===== config.mk =====
export PLATFORM = sky130hd
export DESIGN_NAME = match_timer
export DESIGN_NICKNAME = d
export VERILOG_FILES = /design/src/rtl/match_timer.sv
export SDC_FILE = /design/constraint.sdc
export NUM_CORES = 1
export LEC_CHECK = 0
export BUFFER_PORTS_ARGS = -buffer_cell sky130_fd_sc_hd__buf_2
export CAP_MARGIN = 20
export CORE_MARGIN = 1
export CORE_UTILIZATION = 53
export DETAILED_ROUTE_END_ITERATION = 16
export PLACE_DENSITY = 0.75
export SYNTH_ARGS = -nofsm -noshare
export SYNTH_HDL_FRONTEND = slang
export SYNTH_SLANG_ARGS = --single-unit

===== constraint.sdc =====
create_clock -name clk -period 1.7 [get_ports clk]
set_input_delay 0.085 -clock clk [delete_from_list [all_inputs] [get_ports clk]]
set_output_delay 0.085 -clock clk [all_outputs]
set_load 0.02 [all_outputs]

===== src/rtl/match_timer.sv =====
module match_timer #(
  parameter int AW       = 6,
  parameter int DW       = 32,
  parameter int SYNC_CYC = 2
) (
  input  logic          clk,
  input  logic          rst_n,
  input  logic          bus_wr,
  input  logic [AW-1:0] bus_addr,
  input  logic [DW-1:0] bus_wdata,
  output logic [DW-1:0] bus_rdata,
  output logic          irq
);
  localparam int SW = $clog2(SYNC_CYC + 1);
  localparam logic [SW-1:0] SYNC_LD = SW'(SYNC_CYC);
  localparam logic [SW-1:0] ONE = SW'(1);
  localparam logic [AW-1:0] A_MATCH = AW'('h00);
  localparam logic [AW-1:0] A_COUNT = AW'('h10);
  localparam logic [AW-1:0] A_STAT  = AW'('h14);
  localparam logic [AW-1:0] A_IEN   = AW'('h1C);
  localparam logic [AW-1:0] A_CTRL  = AW'('h20);
  localparam logic [AW-1:0] A_BUSY  = AW'('h24);

  logic [DW-1:0] cnt, match, snap, match_nx, load_nx;
  logic [SW-1:0] snap_cd, match_cd, load_cd;
  logic          run, ien, hit;

  wire snap_busy  = snap_cd  != '0;
  wire match_busy = match_cd != '0;
  wire load_busy  = load_cd  != '0;
  wire wr_match   = bus_wr && bus_addr == A_MATCH;
  wire wr_count   = bus_wr && bus_addr == A_COUNT;
  wire wr_stat    = bus_wr && bus_addr == A_STAT;
  wire wr_ien     = bus_wr && bus_addr == A_IEN;
  wire wr_ctrl    = bus_wr && bus_addr == A_CTRL;
  wire load_done  = load_cd == ONE;

  always_ff @(posedge clk) begin
    if (!rst_n) begin
      cnt <= '0;
      run <= 1'b0;
      load_cd <= '0;
      load_nx <= '0;
    end else begin
      if (load_done)   cnt <= load_nx;
      else if (run)    cnt <= cnt + 1'b1;
      if (load_busy)   load_cd <= load_cd - 1'b1;
      else if (wr_count) begin
        load_cd <= SYNC_LD;
        load_nx <= bus_wdata;
      end
      if (wr_ctrl) run <= bus_wdata[0];
    end
  end

  always_ff @(posedge clk) begin
    if (!rst_n) begin
      snap_cd <= '0;
      snap <= '0;
    end else if (snap_busy) begin
      snap_cd <= snap_cd - 1'b1;
      if (snap_cd == ONE) snap <= cnt;
    end else if (wr_ctrl && bus_wdata[1]) begin
      snap_cd <= SYNC_LD;
    end
  end

  always_ff @(posedge clk) begin
    if (!rst_n) begin
      match_cd <= '0;
      match <= '1;
      match_nx <= '0;
    end else if (match_busy) begin
      match_cd <= match_cd - 1'b1;
      if (match_cd == ONE) match <= match_nx;
    end else if (wr_match) begin
      match_cd <= SYNC_LD;
      match_nx <= bus_wdata;
    end
  end

  always_ff @(posedge clk) begin
    if (!rst_n) begin
      hit <= 1'b0;
      ien <= 1'b0;
    end else begin
      if (run && cnt == match)          hit <= 1'b1;
      else if (wr_stat && bus_wdata[0]) hit <= 1'b0;
      if (wr_ien) ien <= bus_wdata[0];
    end
  end

  assign irq = hit & ien;

  always_comb begin
    bus_rdata = '0;
    case (bus_addr)
      A_MATCH: bus_rdata = match;
      A_COUNT: bus_rdata = snap;
      A_STAT:  bus_rdata[0] = hit;
      A_IEN:   bus_rdata[0] = ien;
      A_CTRL:  bus_rdata[0] = run;
      A_BUSY:  begin
        bus_rdata[5] = snap_busy;
        bus_rdata[4] = load_busy;
        bus_rdata[0] = match_busy;
      end
      default: bus_rdata = '0;
    endcase
  end

  assert_count_step_R2: assert property (@(posedge clk) disable iff (!rst_n)
    run && !load_done |=> cnt == $past(cnt) + 1'b1);
  assert_count_hold_R2: assert property (@(posedge clk) disable iff (!rst_n)
    !run && !load_busy |=> $stable(cnt));
  assert_snap_busy_len_R3: assert property (@(posedge clk) disable iff (!rst_n)
    $rose(snap_busy) |=> snap_busy);
  assert_match_lockout_R4: assert property (@(posedge clk) disable iff (!rst_n)
    match_busy && wr_match |=> match_nx == $past(match_nx));
  assert_load_lockout_R5: assert property (@(posedge clk) disable iff (!rst_n)
    load_busy && wr_count |=> load_nx == $past(load_nx));
  assert_hit_cause_R6: assert property (@(posedge clk) disable iff (!rst_n)
    $rose(hit) |-> $past(run && cnt == match));
  assert_hit_sticky_R7: assert property (@(posedge clk) disable iff (!rst_n)
    hit && !(wr_stat && bus_wdata[0]) |=> hit);
  assert_irq_gate_R8: assert property (@(posedge clk) disable iff (!rst_n)
    irq |-> hit && ien);
endmodule


# Word-level counts from Yosys, hierarchy flattened
# Index checks and enable logic that the tools add are counted.
[totals] ff_bits=169 elab_cells=62
[op_classes] eq_ne=9 bitwise_logic=3 add_sub_neg=4 muxes=14 reduce_logical=21
[op_table] op="two-way mux 32 bit" n=2
[op_table] op="one-hot mux 26 bit (2 select lines)" n=1
[op_table] op="adder 32 x 1 -> 32 bit (second input constant)" n=1
[op_table] op="equality test 32 bit" n=1
[op_table] op="equality test 6 x 5 -> 1 bit (second input constant)" n=3
[op_table] op="nonzero test 2 bit" n=8
[op_table] op="equality test 6 bit (second input constant)" n=2
[op_table] op="two-way mux 2 bit" n=6
[op_table] op="logical AND 1 bit" n=8
[op_table] op="AND reduction 2 bit" n=4
[op_table] op="equality test 2 x 1 -> 1 bit (second input constant)" n=3
[op_table] op="zero test 6 bit" n=1
[op_table] op="one-hot mux 1 bit (6 select lines)" n=1
[op_table] op="one-hot mux 2 bit (3 select lines)" n=1
[op_table] op="one-hot mux 3 bit (2 select lines)" n=1
[op_table] op="subtractor 2 x 1 -> 2 bit (second input constant)" n=3
[op_table] op="two-way mux 1 bit" n=2
[op_table] op="inverter 1 bit" n=2
[op_table] op="AND 1 bit" n=1

# Logic depth before layout (Yosys ltp)
[depth] depth_word=5 ltp_mapped=8 ltp_nobuf=7

# Worst setup path before layout
# No wires, ideal clock.
[synth_path] path_type="register to register" from="register cnt[2]" to="register cnt[31]" slack_ns=-0.086 setup_ns=0.117 path_stages_with_launch=7 required_time_ns=1.583 t_arrival_ns=1.669 n_path_buf=1 path_cell_list="dfxtp_1 -> nand4_4 -> or4_4 -> buf_6 -> nor4b_4 -> xnor2_1 -> o21ai_1"
[synth_via] elab_chain_len=3
[synth_lines] item="start, declared" line="24" text="logic [DW-1:0] cnt, match, snap, match_nx, load_nx;"
[synth_lines] item="start signal, assigned" line="45" text="if (load_done) cnt <= load_nx;"
[synth_lines] item="start signal, assigned" line="46" text="else if (run) cnt <= cnt + 1'b1;"
[synth_lines] item="adder 32 x 1 -> 32 bit" line="46"
[synth_lines] item="two-way mux 32 bit" line="46"
[synth_lines] item="two-way mux 32 bit" line="45"
# Every way passes these cells. The select of a mux whose other input is x is not followed.
# A chain may end at the register's enable or synchronous reset.

# Final worst setup path
[layout_path] from="register match_cd[1]" to="output port bus_rdata[0]"
[layout_via] elab_chain_len=2
[layout_lines] item="start, declared" line="25" text="logic [SW-1:0] snap_cd, match_cd, load_cd;"
[layout_lines] item="start signal, assigned" line="74" text="match_cd <= match_cd - 1'b1;"
[layout_lines] item="nonzero test 2 bit" line="29" text="wire match_busy = match_cd != '0;"
[layout_lines] item="one-hot mux 1 bit (6 select lines)" line="97" text="case (bus_addr)"
[layout_lines] item="end, declared" line="11" text="output logic [DW-1:0] bus_rdata,"
# Every way passes these cells.

==> metrics.txt <==
post-synthesis cell type count=45; GRT Total Usage=28.9%; metal3 WL=931 µm; Hold Violations, Final=0; Hold Crit Start=bus_wr; Root Driver=clkbuf_16; Hold Path Class=in -> reg; Max-cap violations=0; filler instances=1000; largest area contributor in the netlist=dfxtp_1; Post-synth EDFFs=0; Main synth FF type=dfxtp_1; final setup vio count=3; commonest non-fill, non-tap cells in the layout=185 x nand2_1, 155 x dfxtp_1, 96 x buf_4; combinational power share=12.3%; Final Max Tran Viols=0; Worst Tran Pin Value=382 ps; top post-synthesis cells by area=dfxtp_1 44%, mux2i_1 9.0%, nand2_1 9.0%; post-synth top area share=43.6%; total placed cells including tap cells=1143; # H-tree levels=4; vias=6724; Req. time, crit path=1620 ps; Max Root-Sink Buffers=2; die span in y=123 µm; sequential cell fraction of total power=44.6%; Pint=7.03 mW; Final #Nets=1076; unrepaired setup endpoints after global routing=yes; Hold Slack=13.3 ps; final setup skew=10.7 ps; Port Buffers=73; core footprint=14100 µm²; total global routing overflow=0; leakage dissipation=3.96 nW; routed length on met2=10.0 mm; share of post-route cells with drive strength above 1=25.8%; diodes inserted=0; Overall Power=9.43 mW; Area Growth Syn to Fin=32.3%; Routed WL=21.2 mm; yosys warns=0; DRC viols=0; synthesized cell area=7760 µm²; DIE WIDTH=123 µm; PwrDens=918 nW/µm²; Core Util, Final=72.9%; Clock transition at path regs=70 ps; CP Class=reg -> out; Synthesized Nets=914; CTS tree=built; Clk network pwr share=43.1%; sequential share of the synthesized area=43.6%; initial drt markers=413; Avg Cell Area, Syn=9.00 µm²; Period minus WS final=1800 ps; Antenna Nets Post-Route=0; WP data arrival=1710 ps; starting density of the core=55.1%; max layer used=met4; DIE AREA=15100 µm²; row count=43; initial antenna violation count=0; setup slack, reg-to-reg=-70 ps; DR vias/cell=5.52; clock sinks=169; non-filler instance count after layout=1218; multi-input logic area=4240 µm²; Pre-Repair DR Iteration Count=4; Max VDD drop=0.803 mV; Routed met1 length=9.80 mm; worst setup margin=-95.3 ps; CP Capture Type=output pin; Rel. slew slack=74.3%; CP Launch Point=match_cd[1]; DP HPWL=13.5 mm; origin of the critical flop-to-flop path=cnt[19]; Sw Ratio=25.5%; maximum operating frequency=557 MHz; clock latency at the later pin of the worst-skew pair=440 ps; violated checks=negative setup slack; most common cell after layout, fill and taps aside=nand2_1; vias in the first global route=6485; maximum fanout along the worst path=2; first-pass GRT wire length=33.0 mm; Net Switching=2.40 mW; GPL Wtd Cong=0.829; total I/O pin count=74; outcome=complete, but fails checks; Wirelength per Cell=17.4 µm; sequential cell area=3410 µm²; TritonCTS buffer count=17; period utilization=106%; flops & latches, synth=169; Startpoint Class=flop; ys async rst share=0%; Synth Instances=863; largest net degree at the start of global routing=108
cell usage after synthesis, drive strengths merged, types with 2 or more instances:
cell type,count
nand2,186
nand4,14
dfxtp,169
nand2b,2
o211a,2
a21oi,23
xor2,32
nor3,9
nor2b,37
a22oi,3
clkbuf,44
and2,10
nand3,15
a22o,30
nor4b,2
nor4,11
and3,8
a21boi,67
or4,3
inv,10
and4,6
ha,10
mux2i,70
o21ai,33
xnor2,30
nor2,8
buf,24
cell type report:
cell class / count / area share, %
multi-input combinational: 615 / 41.3
sequential: 169 / 33.2
timing repair buffer: 211 / 17.0
clock buffer: 17 / 4.14
tap: 180 / 2.19
clock inverter: 15 / 1.83
inverter: 11 / 0.402
repair_timing:
action,in CTS,in global routing
pin swaps,19,12
resized for setup,53,37
hold endpoints to repair,65,0
setup endpoints to repair,28,55
buffers inserted,7,2
gates cloned,1,1
hold buffers,32,0
worst paths after layout:
kind / depth (start not counted) / endpoint
worst min-delay path: 3 / ien
worst min register to register: 2 / load_nx[8]
worst max-delay path: 8 / bus_rdata[0]
worst max register to register: 5 / hit
power groups by stage:
stage	registers [mW]	clock network [mW]	logic (mW)
after floorplan	4.27	0	0.600
after global placement	4.28	0	0.969
after detailed placement	4.29	0	0.986
after CTS	4.20	4.09	1.11
after global routing	4.22	4.27	1.26
final	4.21	4.06	1.16
per-layer routing:
metal / vias to the layer above / GRT usage (%)
li1: 3260 / -
met1: 3248 / 36.6
met2: 181 / 47.6
met3: 35 / 7.75
met4: 0 / 9.41
met5: - / 0
stage by stage:
step           area (µm²)  TNS [ps]  setup WS [ps]
2_1_floorplan        7780     -51.7          -26.9
3_3_place_gp         8890     -1710           -145
3_5_place_dp         8890     -4310           -251
4_1_cts             10100      -226          -87.2
5_1_grt             10300      -690           -148
6_report            10300      -215          -95.3
cells by family (layout without fill, tap and decap cells):
kind of cell | Yosys count | count (layout) | synth area share [%]
XOR/XNOR | 62 | 62 | 6.99
adder cells (fa/ha/maj) | 10 | 10 | 1.61
AO/OA/AOI/OAI | 162 | 162 | 14.5
buffers and inverters | 79 | 254 | 4.46
flip-flops | 169 | 169 | 43.6
AND/OR/NAND/NOR | 311 | 311 | 19.8
multiplexers | 70 | 70 | 9.02
sequential cells by signal, indices dropped and copies added, names as in the netlist:
signal	cells
load_nx	32
match_cd	2
match_nx	32
cnt	32
load_cd	2
snap_cd	2
match	32
hit	1
ien	1
run	1
snap	32
worst max-delay path: stages, from the launching register on:
cell,delay [ps]
dfxtp_2,330
inv_2,80
ha_4,140
inv_2,30
a22o_1,170
nand2_1,50
o21ai_1,60
a221o_1,270
buf_6,130
Note: power is estimated with default switching activity, not from simulation.
